**src/rtl/btb_pkg.sv**
```systemverilog
package btb_pkg;

  // Action chosen for a resolved branch
  typedef enum logic [1:0] {
    ACT_NONE   = 2'd0,
    ACT_INSERT = 2'd1,
    ACT_FIX    = 2'd2,
    ACT_DROP   = 2'd3
  } res_act_e;

endpackage

```
**src/rtl/btb_entry_store.sv**
```systemverilog
module btb_entry_store #(
  parameter int PC_W    = 32,
  parameter int ENTRIES = 16,
  localparam int IDX_W  = (ENTRIES > 1) ? $clog2(ENTRIES) : 1
) (
  input  logic             clk,
  input  logic             rst,
  input  logic             wr_en,
  input  logic [IDX_W-1:0] wr_idx,
  input  logic [PC_W-1:0]  wr_tag,
  input  logic [PC_W-1:0]  wr_tgt,
  input  logic             clr_en,
  input  logic [IDX_W-1:0] clr_idx,
  output logic [ENTRIES-1:0] valid_vec,
  output logic [PC_W-1:0]  tag_arr [ENTRIES],
  output logic [PC_W-1:0]  tgt_arr [ENTRIES]
);

  // Only the valid bits are reset. Tags and targets are plain storage.
  always_ff @(posedge clk) begin
    if (rst) begin
      valid_vec <= '0;
    end else begin
      if (clr_en) valid_vec[clr_idx] <= 1'b0;
      if (wr_en)  valid_vec[wr_idx]  <= 1'b1;
    end
  end

  always_ff @(posedge clk) begin
    if (wr_en) begin
      tag_arr[wr_idx] <= wr_tag;
      tgt_arr[wr_idx] <= wr_tgt;
    end
  end

endmodule

```
**src/rtl/btb_match.sv**
```systemverilog
module btb_match #(
  parameter int PC_W    = 32,
  parameter int ENTRIES = 16,
  localparam int IDX_W  = (ENTRIES > 1) ? $clog2(ENTRIES) : 1
) (
  input  logic [ENTRIES-1:0] valid_vec,
  input  logic [PC_W-1:0]    tag_arr [ENTRIES],
  input  logic [PC_W-1:0]    key,
  output logic [ENTRIES-1:0] match_vec,
  output logic               hit,
  output logic [IDX_W-1:0]   hit_idx
);

  // Full-width comparators, one per slot
  for (genvar g = 0; g < ENTRIES; g++) begin : g_cmp
    assign match_vec[g] = valid_vec[g] && (tag_arr[g] == key);
  end

  assign hit = |match_vec;

  // Lowest matching slot wins (at most one matches in practice)
  always_comb begin
    hit_idx = '0;
    for (int i = ENTRIES - 1; i >= 0; i--) begin
      if (match_vec[i]) hit_idx = IDX_W'(i);
    end
  end

endmodule

```
**src/rtl/btb_victim.sv**
```systemverilog
module btb_victim #(
  parameter int ENTRIES = 16,
  localparam int IDX_W  = (ENTRIES > 1) ? $clog2(ENTRIES) : 1
) (
  input  logic               clk,
  input  logic               rst,
  input  logic [ENTRIES-1:0] valid_vec,
  input  logic               alloc,
  output logic [IDX_W-1:0]   victim_idx
);

  logic [IDX_W-1:0] rr_ptr;
  logic [IDX_W-1:0] free_idx;
  logic             all_full;

  assign all_full = &valid_vec;

  // Lowest free slot
  always_comb begin
    free_idx = '0;
    for (int i = ENTRIES - 1; i >= 0; i--) begin
      if (!valid_vec[i]) free_idx = IDX_W'(i);
    end
  end

  assign victim_idx = all_full ? rr_ptr : free_idx;

  // The pointer moves only when it was actually used as the victim
  always_ff @(posedge clk) begin
    if (rst) begin
      rr_ptr <= '0;
    end else if (alloc && all_full) begin
      if (rr_ptr == IDX_W'(ENTRIES - 1)) rr_ptr <= '0;
      else                               rr_ptr <= rr_ptr + 1'b1;
    end
  end

endmodule

```
**src/rtl/branch_target_buf.sv**
```systemverilog
module branch_target_buf #(
  parameter int PC_W        = 32,
  parameter int ENTRIES     = 16,
  parameter int INSTR_BYTES = 4
) (
  input  logic            clk,
  input  logic            rst,
  input  logic            fetch_valid,
  input  logic [PC_W-1:0] fetch_pc,
  output logic            pred_hit,
  output logic [PC_W-1:0] pred_next_pc,
  input  logic            res_valid,
  input  logic [PC_W-1:0] res_pc,
  input  logic            res_taken,
  input  logic [PC_W-1:0] res_target,
  output logic            flush_req,
  output logic [PC_W-1:0] restart_pc
);
  import btb_pkg::*;

  localparam int IDX_W = (ENTRIES > 1) ? $clog2(ENTRIES) : 1;
  localparam logic [PC_W-1:0] SEQ_STEP = PC_W'(INSTR_BYTES);

  logic [ENTRIES-1:0] valid_vec;
  logic [PC_W-1:0]    tag_arr [ENTRIES];
  logic [PC_W-1:0]    tgt_arr [ENTRIES];

  logic [ENTRIES-1:0] f_match_vec, r_match_vec;
  logic               f_hit, r_hit;
  logic [IDX_W-1:0]   f_idx, r_idx, victim_idx;

  res_act_e           act;
  logic               res_flush;
  logic [PC_W-1:0]    res_restart;
  logic               wr_en, clr_en;
  logic [IDX_W-1:0]   wr_idx;

  btb_entry_store #(.PC_W(PC_W), .ENTRIES(ENTRIES)) store_i (
    .clk      (clk),
    .rst      (rst),
    .wr_en    (wr_en),
    .wr_idx   (wr_idx),
    .wr_tag   (res_pc),
    .wr_tgt   (res_target),
    .clr_en   (clr_en),
    .clr_idx  (r_idx),
    .valid_vec(valid_vec),
    .tag_arr  (tag_arr),
    .tgt_arr  (tgt_arr)
  );

  // Fetch-side lookup
  btb_match #(.PC_W(PC_W), .ENTRIES(ENTRIES)) fetch_match_i (
    .valid_vec(valid_vec),
    .tag_arr  (tag_arr),
    .key      (fetch_pc),
    .match_vec(f_match_vec),
    .hit      (f_hit),
    .hit_idx  (f_idx)
  );

  // Resolve-side lookup against the current contents
  btb_match #(.PC_W(PC_W), .ENTRIES(ENTRIES)) res_match_i (
    .valid_vec(valid_vec),
    .tag_arr  (tag_arr),
    .key      (res_pc),
    .match_vec(r_match_vec),
    .hit      (r_hit),
    .hit_idx  (r_idx)
  );

  btb_victim #(.ENTRIES(ENTRIES)) victim_i (
    .clk       (clk),
    .rst       (rst),
    .valid_vec (valid_vec),
    .alloc     (act == ACT_INSERT),
    .victim_idx(victim_idx)
  );

  // Resolve decision
  always_comb begin
    act         = ACT_NONE;
    res_flush   = 1'b0;
    res_restart = res_target;
    if (res_valid) begin
      if (r_hit) begin
        if (!res_taken) begin
          act         = ACT_DROP;
          res_flush   = 1'b1;
          res_restart = res_pc + SEQ_STEP;
        end else if (tgt_arr[r_idx] != res_target) begin
          act       = ACT_FIX;
          res_flush = 1'b1;
        end
      end else if (res_taken) begin
        act       = ACT_INSERT;
        res_flush = 1'b1;
      end
    end
  end

  assign wr_en  = (act == ACT_INSERT) || (act == ACT_FIX);
  assign wr_idx = (act == ACT_INSERT) ? victim_idx : r_idx;
  assign clr_en = (act == ACT_DROP);

  // Registered outputs
  always_ff @(posedge clk) begin
    if (rst) begin
      pred_hit     <= 1'b0;
      pred_next_pc <= '0;
      flush_req    <= 1'b0;
      restart_pc   <= '0;
    end else begin
      pred_hit     <= fetch_valid && f_hit;
      pred_next_pc <= (fetch_valid && f_hit) ? tgt_arr[f_idx] : fetch_pc + SEQ_STEP;
      flush_req    <= res_flush;
      restart_pc   <= res_restart;
    end
  end

endmodule

```
**config.mk**
```make
export PLATFORM = sky130hd
export DESIGN_NAME = branch_target_buf
export DESIGN_NICKNAME = d
export VERILOG_FILES = /design/src/rtl/btb_pkg.sv /design/src/rtl/btb_entry_store.sv /design/src/rtl/btb_match.sv /design/src/rtl/btb_victim.sv /design/src/rtl/branch_target_buf.sv
export SDC_FILE = /design/constraint.sdc
export NUM_CORES = 2
export LEC_CHECK = 0
export BUFFER_PORTS_ARGS = -buffer_cell sky130_fd_sc_hd__buf_2
export CORE_MARGIN = 2
export CORE_UTILIZATION = 25
export DETAILED_ROUTE_END_ITERATION = 8
export PLACE_DENSITY_LB_ADDON = 0.25
export SKIP_LAST_GASP = 1
export SYNTH_ARGS = -nofsm -noshare
export SYNTH_HDL_FRONTEND = slang
export SYNTH_SLANG_ARGS = --single-unit
```
**constraint.sdc**
```tcl
create_clock -name clk -period 8.1 [get_ports clk]
set_input_delay 0.81 -clock clk [delete_from_list [all_inputs] [get_ports clk]]
set_output_delay 0.81 -clock clk [all_outputs]
set_load 0.01 [all_outputs]
```
==> results.py <==
metrics = {
    "global_routing": {
        "grt_pass1_vias": 45400,
        "grt_overflow_total": 0,
        "grtUsageTotal_pct": 22.4,
        "grt_max_degree": 59,
        "antenna_found_initial": 20,
        "grt_pass1_wl_um": 377000,
    },
    "critical_path": {
        "cp.buffers_inverters": 7,
        "critPathTopFamily": "simple AND/OR/NAND/NOR gates",
        "cp-start-kind": "primary input",
        "critical-path-max-stage-delay_ns": 0.67,
        "crit_path_frequent_cell": "buf_4",
        "endpoint_kind": "register",
        "criticalPathCategory": "primary input to register",
        "cp.arrival_ns": 8.40,
        "critPathSlowestCell": "nor4b_1",
        "worstPathRequired_ns": 8.58,
        "cp_max_fo": 23,
    },
    "synthesis": {
        "synth_enable_flop_cells": 1024,
        "synthCells": 5041,
        "synth_area_leader_cell": "edfxtp_1",
        "ys_warn_count": 0,
        "ys.flop_type": "edfxtp_1",
        "async_flop_share_pct": 0,
        "synth_nets": 5147,
        "syn_area_mm2": 0.0591,
        "ys_seq_area_share_pct": 54.9,
        "ys_top_cells_by_area": "edfxtp_1 (52%), xor2_1 (11%), xnor2_1 (5.3%)",
        "synth_top_area_share_pct": 52.0,
        "synth.distinct_cells": 84,
        "avgSynthCellArea_um2": 11.7,
        "ys_seq_elements": 1110,
    },
    "cts": {
        "clk_pin_slew_ns": 0.06,
        "cts_buffers": 139,
        "cts_hold_buf": 0,
        "post_cts_buffers": 0,
        "htree_levels": 4,
        "clk_latency_ns": 0.82,
        "cts_root_buf": "clkbuf_16",
        "cts.sink_count": 1110,
        "cts_tree": "built",
        "cts_buffer_depth": 3,
    },
    "timing": {
        "fin_hold_ws_ns": 0.332,
        "hold_viol": 0,
        "clock_skew_ns": 0.0406,
        "slew_violations": 0,
        "tightestPinTransition_ns": 1.12,
        "slew_headroom_pct": 25.3,
        "setup_viol_count_final": 0,
        "setup_ws_ns": 0.181,
        "min_period_ns": 7.92,
        "finalCritPeriodShare_pct": 97.8,
        "tns_ns": 0,
        "fmax_mhz": 126,
        "rsz0062_at_grt": "yes",
    },
    "placement": {
        "hpwl_um": 197000,
        "preCtsSetupSlack_ns": -0.624,
        "portBuffers": 166,
        "place_congestion": 0.928,
        "dp.cells": 8604,
    },
    "run_status": {
        "status": "complete, no violations",
    },
    "power": {
        "p_leak_nw": 24.3,
        "vdd_drop_max_mv": 0.149,
        "power_mw": 13.8,
        "power.density_mw_per_mm2": 190,
    },
    "route": {
        "vias": 46400,
        "dr.pass1.iters": 6,
        "vias_per_cell": 5.23,
        "drc": 0,
        "postRouteAntennaNets": 0,
        "routedWlPerCell_um": 31.4,
        "drt_iter0_drc": 5939,
        "routed_wl_um": 279000,
    },
    "final_layout": {
        "fin_nets": 5701,
        "instances_no_fill": 8869,
        "multi_input_area_mm2": 0.0252,
        "mostFrequentLayoutCells": "edfxtp_1 (1,024), xor2_1 (734), nand2_1 (466)",
        "nFillCells": 23900,
        "syn2layout_area_growth_pct": 23.1,
        "final_common_cell": "edfxtp_1",
        "drive_above_1_share_pct": 19.7,
        "seq_area_mm2": 0.0325,
    },
    "die": {
        "die-area_mm2": 0.240,
        "die_w_um": 490,
        "initial_core_util_pct": 25.1,
        "io_pins": 167,
        "fp.dieH_um": 490,
        "num_rows": 178,
        "coreArea_mm2": 0.235,
    },
    "min_path": {
        "worstHoldPathType": "primary input to register",
    },
    "run": {
        "maxCapViolations": 0,
    },
}
==> registers in the layout (all words and copies together) (netlist names) <==
signal,flops
store_i.tgt_arr,512
store_i.valid_vec,16
flush_req,1
store_i.tag_arr,512
pred_hit,1
victim_i.rr_ptr,4
restart_pc,32
pred_next_pc,32
==> cell type report <==
| class | count | share of cell area (%) |
|---|---|---|
| multi-input combinational | 3575 | 34.6 |
| sequential | 1110 | 44.6 |
| clock inverter | 91 | 1.36 |
| antenna | 11 | 0.0378 |
| timing repair buffer | 719 | 8.79 |
| tap | 3150 | 5.41 |
| clock buffer | 163 | 4.95 |
| inverter | 50 | 0.299 |
==> logic make-up after synthesis <==
kind of cell | count (synthesis) | synth area share, %
buffers and inverters | 356 | 2.73
AND/OR/NAND/NOR | 1524 | 13.3
multiplexers | 338 | 6.01
flip-flops | 1110 | 54.9
XOR/XNOR | 1090 | 16.1
AO/OA/AOI/OAI | 618 | 6.83
adder cells (fa/ha/maj) | 5 | 0.106
==> power by group <==
part / internal, mW / switching, mW
clock: 3.65 / 2.77
combinational: 0.331 / 0.771
sequential: 6.29 / 0.0225
total: 10.3 / 3.57
==> synthesized netlist by cell type (12+ instances only) <==
| library cell | number |
|---|---|
| a211oi_1 | 64 |
| a21oi_1 | 114 |
| a221oi_1 | 15 |
| a31oi_1 | 17 |
| and2_1 | 18 |
| and3_1 | 16 |
| buf_1 | 43 |
| buf_2 | 68 |
| buf_4 | 20 |
| buf_6 | 16 |
| clkbuf_1 | 159 |
| dfxtp_1 | 86 |
| edfxtp_1 | 1024 |
| inv_1 | 50 |
| mux2_2 | 135 |
| mux2i_1 | 202 |
| nand2_1 | 467 |
| nand2b_1 | 36 |
| nand3_1 | 109 |
| nand4_1 | 156 |
| nand4b_1 | 12 |
| nor2_1 | 158 |
| nor2b_1 | 33 |
| nor3_1 | 149 |
| nor4_1 | 250 |
| nor4b_1 | 18 |
| o211ai_1 | 90 |
| o21ai_0 | 162 |
| o22ai_1 | 50 |
| or3_1 | 39 |
| or4_1 | 24 |
| xnor2_1 | 356 |
| xor2_1 | 734 |
==> metrics by stage <==
stage                     utilization, %  cell area [um^2]
final                               31.0             72800
after global routing                31.0             72800
after CTS                           30.9             72800
after detailed placement            29.0             68200
after global placement              29.0             68200
after floorplan                        -             59100
==> worst paths after layout <==
path                            cells past startpoint                  end                start  slack [ns]
worst min-delay path                                1  store_i.tag_arr[57]           res_pc[25]        0.33
worst max register to register                     27  store_i.tgt_arr[30]  store_i.tag_arr[48]        0.25
worst max-delay path                               28  store_i.tgt_arr[30]           res_pc[15]        0.18
worst min register to register                      2   victim_i.rr_ptr[3]   victim_i.rr_ptr[3]        0.55
==> per-layer routing <==
layer / vias to the layer above / wire length [um] / track usage (%)
li1: 19800 / - / -
met5: - / 25 / 0
met3: 491 / 21100 / 3.61
met1: 23800 / 118000 / 30.1
met4: 4 / 12000 / 8.81
met2: 2344 / 128000 / 35.8
==> repair_timing <==
action / CTS / global route
setup endpoints to repair: 0 / 1021
hold endpoints to repair: 0 / 0
resized for setup: 0 / 5
No activity file was read; power rests on OpenSTA's default activity.
